<file path="src/rtl/irqc_pkg.sv">
package irqc_pkg;
  localparam int unsigned NSRC  = 5;
  localparam int unsigned NMASK = 3;
  localparam int unsigned VEC_W = 16;
  localparam int unsigned BYTE_W = 8;

  // Source ranks, 0 is the most urgent.
  localparam int unsigned IDX_NMI  = 0;
  localparam int unsigned IDX_EDGE = 1;
  localparam int unsigned IDX_GEN  = NSRC - 1;

  // Mask-write byte fields.
  localparam int unsigned WB_SER_DATA = 7;
  localparam int unsigned WB_SER_EN   = 6;
  localparam int unsigned WB_EDGE_CLR = 4;
  localparam int unsigned WB_MASK_EN  = 3;

  // Restart slot in steps of four bytes: slot*4 is the vector.
  function automatic logic [VEC_W-1:0] vec_of(input int unsigned idx);
    logic [VEC_W-1:0] slot;
    case (idx)
      0:       slot = VEC_W'(9);
      1:       slot = VEC_W'(15);
      2:       slot = VEC_W'(13);
      3:       slot = VEC_W'(11);
      default: slot = '0;
    endcase
    return slot << 2;
  endfunction
endpackage

</file>
<file path="src/rtl/irqc_sync_rst.sv">
module irqc_sync_rst (
  input  logic clk_i,
  input  logic rst_ni,
  output logic rst_sync_no
);
  logic [1:0] sync_q;

  always_ff @(posedge clk_i or negedge rst_ni) begin
    if (!rst_ni) sync_q <= 2'b00;
    else         sync_q <= {sync_q[0], 1'b1};
  end

  assign rst_sync_no = sync_q[1];
endmodule

</file>
<file path="src/rtl/irqc_edge_latch.sv">
module irqc_edge_latch (
  input  logic clk_i,
  input  logic rst_ni,
  input  logic din_i,
  input  logic clr_i,
  output logic pend_o
);
  logic prev_q, pend_q, pend_d, rise;

  assign rise = din_i & ~prev_q;

  // A new edge wins over a clear in the same cycle.
  always_comb begin
    pend_d = pend_q;
    if (clr_i) pend_d = 1'b0;
    if (rise)  pend_d = 1'b1;
  end

  always_ff @(posedge clk_i or negedge rst_ni) begin
    if (!rst_ni) begin
      prev_q <= 1'b0;
      pend_q <= 1'b0;
    end else begin
      prev_q <= din_i;
      pend_q <= pend_d;
    end
  end

  assign pend_o = pend_q;
endmodule

</file>
<file path="src/rtl/irqc_ctl_regs.sv">
module irqc_ctl_regs
  import irqc_pkg::*;
(
  input  logic              clk_i,
  input  logic              rst_ni,
  input  logic              wr_i,
  input  logic [BYTE_W-1:0] wdata_i,
  input  logic              ie_set_i,
  input  logic              ie_clr_i,
  input  logic              ack_i,
  output logic [NMASK-1:0]  mask_o,
  output logic              ie_o,
  output logic              ser_out_o,
  output logic              edge_clr_o
);
  logic [NMASK-1:0] mask_q, mask_d;
  logic             mask_en;
  logic             ie_q, ie_d;
  logic             ser_q, ser_d, ser_en;

  assign mask_en    = wr_i & wdata_i[WB_MASK_EN];
  assign ser_en     = wr_i & wdata_i[WB_SER_EN];
  assign edge_clr_o = wr_i & wdata_i[WB_EDGE_CLR];

  always_comb begin
    mask_d = wdata_i[NMASK-1:0];
    ser_d  = wdata_i[WB_SER_DATA];
    ie_d   = ie_q;
    if (ie_set_i)           ie_d = 1'b1;
    if (ie_clr_i || ack_i)  ie_d = 1'b0;
  end

  always_ff @(posedge clk_i or negedge rst_ni) begin
    if (!rst_ni) begin
      mask_q <= '1;
      ie_q   <= 1'b0;
      ser_q  <= 1'b0;
    end else begin
      if (mask_en) mask_q <= mask_d;
      if (ser_en)  ser_q  <= ser_d;
      ie_q <= ie_d;
    end
  end

  assign mask_o    = mask_q;
  assign ie_o      = ie_q;
  assign ser_out_o = ser_q;
endmodule

</file>
<file path="src/rtl/irqc_prio.sv">
module irqc_prio
  import irqc_pkg::*;
(
  input  logic [NSRC-1:0]  req_i,
  output logic [NSRC-1:0]  grant_o,
  output logic             any_o,
  output logic             ext_o,
  output logic [VEC_W-1:0] vec_o
);
  logic [NSRC:0] blocked;

  assign blocked[0] = 1'b0;

  for (genvar i = 0; i < NSRC; i++) begin : g_rank
    assign grant_o[i]   = req_i[i] & ~blocked[i];
    assign blocked[i+1] = blocked[i] | req_i[i];
  end

  always_comb begin
    vec_o = '0;
    for (int unsigned i = 0; i < NSRC; i++) begin
      if (grant_o[i]) vec_o = vec_o | vec_of(i);
    end
  end

  assign any_o = blocked[NSRC];
  assign ext_o = grant_o[IDX_GEN];
endmodule

</file>
<file path="src/rtl/prio_irq_ctrl.sv">
module prio_irq_ctrl
  import irqc_pkg::*;
(
  input  logic              clk_i,
  input  logic              rst_ni,
  input  logic              nmi_i,
  input  logic              edge_req_i,
  input  logic              lvl_hi_i,
  input  logic              lvl_lo_i,
  input  logic              gen_req_i,
  input  logic              ie_set_i,
  input  logic              ie_clr_i,
  input  logic              ack_i,
  input  logic              mask_wr_i,
  input  logic [BYTE_W-1:0] mask_wdata_i,
  input  logic              ser_in_i,
  output logic              irq_o,
  output logic              irq_ext_o,
  output logic [VEC_W-1:0]  irq_vec_o,
  output logic [BYTE_W-1:0] status_o,
  output logic              ser_out_o
);
  logic             rst_sync_n;
  logic [NMASK-1:0] mask;
  logic             ie;
  logic             edge_clr_wr;
  logic             nmi_pend, edge_pend;
  logic             nmi_clr, edge_clr;
  logic [NSRC-1:0]  req, grant;
  logic [NMASK-1:0] msrc;
  logic             wdata_unused;

  assign wdata_unused = mask_wdata_i[5];

  irqc_sync_rst u_rst (
    .clk_i       (clk_i),
    .rst_ni      (rst_ni),
    .rst_sync_no (rst_sync_n)
  );

  irqc_ctl_regs u_regs (
    .clk_i      (clk_i),
    .rst_ni     (rst_sync_n),
    .wr_i       (mask_wr_i),
    .wdata_i    (mask_wdata_i),
    .ie_set_i   (ie_set_i),
    .ie_clr_i   (ie_clr_i),
    .ack_i      (ack_i),
    .mask_o     (mask),
    .ie_o       (ie),
    .ser_out_o  (ser_out_o),
    .edge_clr_o (edge_clr_wr)
  );

  assign nmi_clr  = ack_i & grant[IDX_NMI];
  assign edge_clr = (ack_i & grant[IDX_EDGE]) | edge_clr_wr;

  irqc_edge_latch u_nmi (
    .clk_i  (clk_i),
    .rst_ni (rst_sync_n),
    .din_i  (nmi_i),
    .clr_i  (nmi_clr),
    .pend_o (nmi_pend)
  );

  irqc_edge_latch u_edge (
    .clk_i  (clk_i),
    .rst_ni (rst_sync_n),
    .din_i  (edge_req_i),
    .clr_i  (edge_clr),
    .pend_o (edge_pend)
  );

  // Maskable vectored sources, most urgent first; mask bit NMASK-1-m gates source m.
  assign msrc = {lvl_lo_i, lvl_hi_i, edge_pend};

  assign req[IDX_NMI] = nmi_pend;
  for (genvar m = 0; m < NMASK; m++) begin : g_mreq
    assign req[IDX_EDGE+m] = msrc[m] & ~mask[NMASK-1-m] & ie;
  end
  assign req[IDX_GEN] = gen_req_i & ie;

  irqc_prio u_prio (
    .req_i   (req),
    .grant_o (grant),
    .any_o   (irq_o),
    .ext_o   (irq_ext_o),
    .vec_o   (irq_vec_o)
  );

  assign status_o = {ser_in_i, msrc[0], msrc[1], msrc[2], ie, mask};
endmodule

</file>
<file path="config.mk">
export PLATFORM = sky130hd
export DESIGN_NAME = prio_irq_ctrl
export DESIGN_NICKNAME = d
export VERILOG_FILES = /design/src/rtl/irqc_pkg.sv /design/src/rtl/irqc_sync_rst.sv /design/src/rtl/irqc_edge_latch.sv /design/src/rtl/irqc_ctl_regs.sv /design/src/rtl/irqc_prio.sv /design/src/rtl/prio_irq_ctrl.sv
export SDC_FILE = /design/constraint.sdc
export NUM_CORES = 1
export LEC_CHECK = 0
export BUFFER_PORTS_ARGS = -buffer_cell sky130_fd_sc_hd__buf_2
export CAP_MARGIN = 5
export CORE_UTILIZATION = 42
export CTS_CLUSTER_DIAMETER = 60
export DETAILED_ROUTE_END_ITERATION = 10
export GPL_TIMING_DRIVEN = 0
export HOLD_SLACK_MARGIN = 0.05
export PLACE_DENSITY_LB_ADDON = 0.1
export RECOVER_POWER = 100
export SYNTH_ARGS = -nofsm -noshare
export SYNTH_HDL_FRONTEND = slang
export SYNTH_SLANG_ARGS = --single-unit
</file>
<file path="constraint.sdc">
create_clock -name clk_i -period 1.9 [get_ports clk_i]
set_clock_uncertainty 0.15 [all_clocks]
set_input_delay 0.285 -clock clk_i [delete_from_list [all_inputs] [get_ports clk_i]]
set_output_delay 0.285 -clock clk_i [all_outputs]
set_load 0.01 [all_outputs]
</file>
== After elaboration in Yosys (flattened, before gate mapping) ==
Cells that the tools add are included.

* Mux-type cells: 15
* Bitwise gates (word level): 36
* Reduce and logical (&&, ||, !) cells: 4

{| class="wikitable"
|+ Operators by type and width
! operator !! count
|-
| $mux W16 || 4
|-
| $or A16 B16 Y16 || 4
|-
| $mux W14 || 4
|-
| $and A1 B1 Y1 || 18
|-
| $not A1 Y1 || 9
|-
| $mux W1 || 6
|-
| $mux W6 || 1
|-
| $reduce_bool A2 Y1 || 3
|-
| $or A1 B1 Y1 || 5
|-
| $logic_or A1 B1 Y1 || 1
|}

* Bits of input ports: 20
* Output and inout bits: 27
* Register bits: 11

== Longest topological paths before layout ==
* Depth in word-level cells: 13
* Mapped depth: 4
* Mapped depth without buffers: 3

== Modules after synthesis ==
From an unflattened synthesis, not the netlist that was laid out.

* Cell total of the unflattened synthesis: 66
* Area, all modules: 674.4 µm²

{| class="wikitable"
|+ Modules (own cells, without submodules)
! module !! cells each !! seq. area each (µm²) !! area each (µm²) !! instances
|-
| irqc_ctl_regs || 14 || 128.9 || 211.5 || 1
|-
| irqc_prio || 28 || 0.0 || 183.9 || 1
|-
| irqc_edge_latch || 5 || 50.0 || 70.1 || 2
|-
| prio_irq_ctrl || 11 || 0.0 || 85.1 || 1
|-
| irqc_sync_rst || 3 || 50.0 || 53.8 || 1
|}

== Worst setup path before layout ==
Ideal clock, no wire load.

* Path kind: register -> output
* Start: register u_regs.mask_q[0], in the netlist u_regs.mask_o[0]
* End: output port irq_vec_o[5]
* Cell stages (with the launch flop): 5
* Arrival: 1.071 ns
* Setup slack: 0.394 ns
* Data required time: 1.465 ns
* Cells stage by stage: dfstp_2 > nor2b_1 > nor2_1 > a21oi_1 > buf_4

* Cells in the longest elaborated chain, start to end: 7
* Elaborated cells on any way between the ends: 10

{| class="wikitable"
|+ Ends and longest elaborated chain
! what !! RTL line !! text
|-
| start: declaration || irqc_ctl_regs.sv:16 || <nowiki>logic [NMASK-1:0] mask_q, mask_d;</nowiki>
|-
| start signal: assignment || irqc_ctl_regs.sv:39 || <nowiki>if (mask_en) mask_q <= mask_d;</nowiki>
|-
| $not A1 Y1 * || prio_irq_ctrl.sv:79 || <nowiki>assign req[IDX_EDGE+m] = msrc[m] & ~mask[NMASK-1-m] & ie;</nowiki>
|-
| $and A1 B1 Y1 * (2 in a row) || prio_irq_ctrl.sv:79 ||
|-
| $and A1 B1 Y1 or $or A1 B1 Y1 (tied branches) || irqc_prio.sv:15, irqc_prio.sv:16 ||
|-
| $mux W16 or $not A1 Y1 (tied branches) || irqc_prio.sv:22, irqc_prio.sv:15 ||
|-
| $or A16 B16 Y16 or $and A1 B1 Y1 (tied branches) || irqc_prio.sv:22, irqc_prio.sv:15 ||
|-
| $mux W16 * || irqc_prio.sv:22 || <nowiki>if (grant_o[i]) vec_o = vec_o | vec_of(i);</nowiki>
|-
| end: declaration || prio_irq_ctrl.sv:19 || <nowiki>output logic [VEC_W-1:0] irq_vec_o,</nowiki>
|}

Mark *: on every way between the ends. The rest lies on a longest branch, timed or not.

== Worst setup path in the final report ==
* Start: register u_regs.mask_q[2], in the netlist u_regs.mask_o[2]
* End: output port irq_vec_o[5]

* Cells in the longest elaborated chain, start to end: 11
* Elaborated cells on any way between the ends: 20

{| class="wikitable"
|+ Ends and longest elaborated chain
! what !! RTL line
|-
| $not A1 Y1 * || prio_irq_ctrl.sv:79
|-
| $and A1 B1 Y1 * (2 in a row) || prio_irq_ctrl.sv:79
|-
| $and A1 B1 Y1 or $or A1 B1 Y1 (tied branches) || irqc_prio.sv:15, irqc_prio.sv:16
|-
| $mux W16 or $not A1 Y1 (tied branches) || irqc_prio.sv:22, irqc_prio.sv:15
|-
| $or A16 B16 Y16 or $and A1 B1 Y1 (tied branches) || irqc_prio.sv:22, irqc_prio.sv:15
|-
| $mux W16 || irqc_prio.sv:22
|-
| $or A16 B16 Y16 || irqc_prio.sv:22
|-
| $mux W16 || irqc_prio.sv:22
|-
| $or A16 B16 Y16 || irqc_prio.sv:22
|-
| $mux W16 * || irqc_prio.sv:22
|}

Marks and branches as above.

==> reports/results.ini <==
[outcome]
status=completed

[global_route]
overflow=0
grt_pass1_vias=387
grt.total_usage=0.135
grt_max_degree=7
grt_pass1_wl_um=1430
antenna_found_initial=0

[routing]
wl_met1_um=427
wl_per_cell_um=8.34
drt_iter0_markers=2
top_layer_used=met4
vias=524
dr_wl_met2_um=547
wl_met3_um=98
drt_wl_total_um=1080
viasPerCell=4.03
drt_pre_antenna_iters=3
drtAntennaViolNets=0
drc=0

[min_path]
hp-class=in -> reg
holdPathStages=2

[timing]
hold_violations=0
setup_violations=0
fmax_mhz=545
finalMaxSlewViolations=0
tns_ps=0
grt_setup_unrepaired=false
finalCritPeriodShare=0.966
min_period_ps=1830

[finish]
fin_util=0.678
fill_cells=135
drive_above_1_share=0.409
multiInputGateArea_sq_um=246
seqCellArea_sq_um=279
nNetsFinal=136
diodes=0
area_delta_synth_final_pct=44.2

[clock_tree]
post_cts.repair.setup_buffers=0
cts_max_level=1
hold_buffers=6
clkTransAtPathRegs_ps=60
worst_skew_pair.late_latency_ps=250
root_buffer=clkbuf_4
cts_resized=0
numClockSinks=11
cts_buffer_depth=2
cts_tree=built
cts_buffers=3

[synth]
ys_types=20
yosysSeqAreaShare=0.435
postSynthCellCount=62
ys_ff_latch=11
async_flop_share=1.00
synth_ff_type=dfrtp_1
yosysWarnings=0
synth_edf_count=0
avgSynthCellArea_sq_um=10.4
post-synth-top-count-cell=buf_4
synth_area_leader_cell=dfrtp_1
ys_top_cells_by_area=dfrtp_1 31%, buf_4 21%, dfstp_2 12%, mux2_1 5.3%, o311ai_4 4.1%
synth_commonest_cells=18 x buf_4, 8 x dfrtp_1, 6 x nor2_1
synth_top_area_share=0.312
synth.cell_area_sq_um=642

[floorplan]
die_w_um=41.1
coreArea_sq_um=1370
rows=13
initial_core_util=0.470
die_y_um=41.1
pin_count=47
die-area_sq_um=1690

[setup_path]
r2r-end=u_regs.ie_o$_DFFE_PN0P_
rrSetupSlack_ps=550
reg2reg_depth=3
arrival_ps=1400
crit_end=irq_vec_o[5]
worst-setup-path-type=reg -> out
cp.required_ps=1460
cp-start-kind=register
end_kind=output pin
crit_fanout=4
regToRegStartpoint=u_regs.ie_o$_DFFE_PN0P_
cp-startpoint=u_regs.mask_o[2]$_DFFE_PN1P_

[job]
cap_violations=0

[placed_design]
port_buffers=32
hpwl_um=895
place_congestion=0.684

[power_and_ir_drop]
powerDensity_nw_per_um2=660
peakVddDrop_v=0.000598
p_leak_nw=0.495

## cells in the final DEF (no fill, tap or decap)
cell type      netlist  layout
nor2_1               6       6
dfstp_2              3       1
mux2_2               1       1
nor2b_1              1       1
nand2b_1             1       2
inv_1                4       4
o311ai_4             1       1
clkbuf_4             0       5
dlygate4sd3_1        0       6
and3_1               1       1
a22o_1               1       1
nor2b_2              1       1
nor3_1               2       2
buf_2                0      19
dfstp_1              0       2
conb_1               2      13
a21oi_1              3       3
buf_4               18      16
nand2_1              3       3
a21oi_4              1       1
dfrtp_1              8       8
clkbuf_1             0      13
mux2_1               3       3
o21ai_2              1       1
clkbuf_2             0       1
## report_power, final
group,internal [mW],switching (mW),total [mW]
clock,0.0810,0.0718,0.153
combinational,0.0930,0.0827,0.176
sequential,0.262,0.0204,0.282
## how the worst min path moves through the flow
| stage | slack (ps) | endpoint | start |
|---|---|---|---|
| floorplan | -160 | u_rst.sync_q[0]$_DFF_PN0_ | rst_ni |
| global placement | -80 | u_rst.sync_q[1]$_DFF_PN0_ | rst_ni |
| detailed placement | -80 | u_rst.sync_q[0]$_DFF_PN0_ | rst_ni |
| CTS | 90 | u_regs.ser_out_o$_DFFE_PN0P_ | mask_wdata_i[7] |
| global route | 100 | u_regs.mask_o[0]$_DFFE_PN1P_ | mask_wdata_i[0] |
| finish | 100 | u_regs.mask_o[0]$_DFFE_PN1P_ | mask_wdata_i[0] |
## final cells by class
cell class,count,share of cell area
buffer,18,0.146
clock buffer,4,0.0284
tap,15,0.0203
timing repair buffer,38,0.222
sequential,11,0.301
multi-input combinational,40,0.266
inverter,4,0.0162
## through the flow
| step | instances | hold slack (ps) | total power, mW | worst slack (ps) | cell area, sq um |
|---|---|---|---|---|---|
| floorplan | 73 | -161 | 0.405 | 394 | 683 |
| global route | 130 | 96.0 | 0.644 | 3.22 | 926 |
| detailed placement | 120 | -78.2 | 0.464 | 340 | 862 |
| finish | 130 | 95.5 | 0.611 | 65.2 | 926 |
| CTS | 130 | 88.1 | 0.625 | 51.5 | 948 |
| global placement | 120 | -80.8 | 0.460 | 356 | 862 |
## kinds of logic (layout without fill, tap and decap cells)
kind of cell | count (synthesis) | count (layout) | synth area share
compound gates | 7 | 7 | 0.117
buf+inv | 22 | 64 | 0.234
flops | 11 | 11 | 0.435
mux | 4 | 4 | 0.0702
other cells | 2 | 13 | 0.0117
simple gates | 16 | 16 | 0.133
## sequential cells by signal, indices dropped and copies added (netlist names)
name	flops
u_edge.pend_o	1
u_edge.prev_q	1
u_nmi.prev_q	1
u_nmi.pend_o	1
u_regs.ie_o	1
u_regs.mask_o	3
u_rst.sync_q	2
u_regs.ser_out_o	1
## layer usage
layer / up-vias / GRT usage
li1: 275 / -
met1: 224 / 0.137
met2: 23 / 0.250
met3: 2 / 0.0163
met4: 0 / 0.0968
met5: - / 0
## critical path: stages (launching register included)
cell	delay, ps
dfstp_2	580
nor2b_2	70
a21oi_4	140
a21oi_1	90
buf_4	130
buf_2	120
Note: power is estimated with default switching activity, not from simulation.
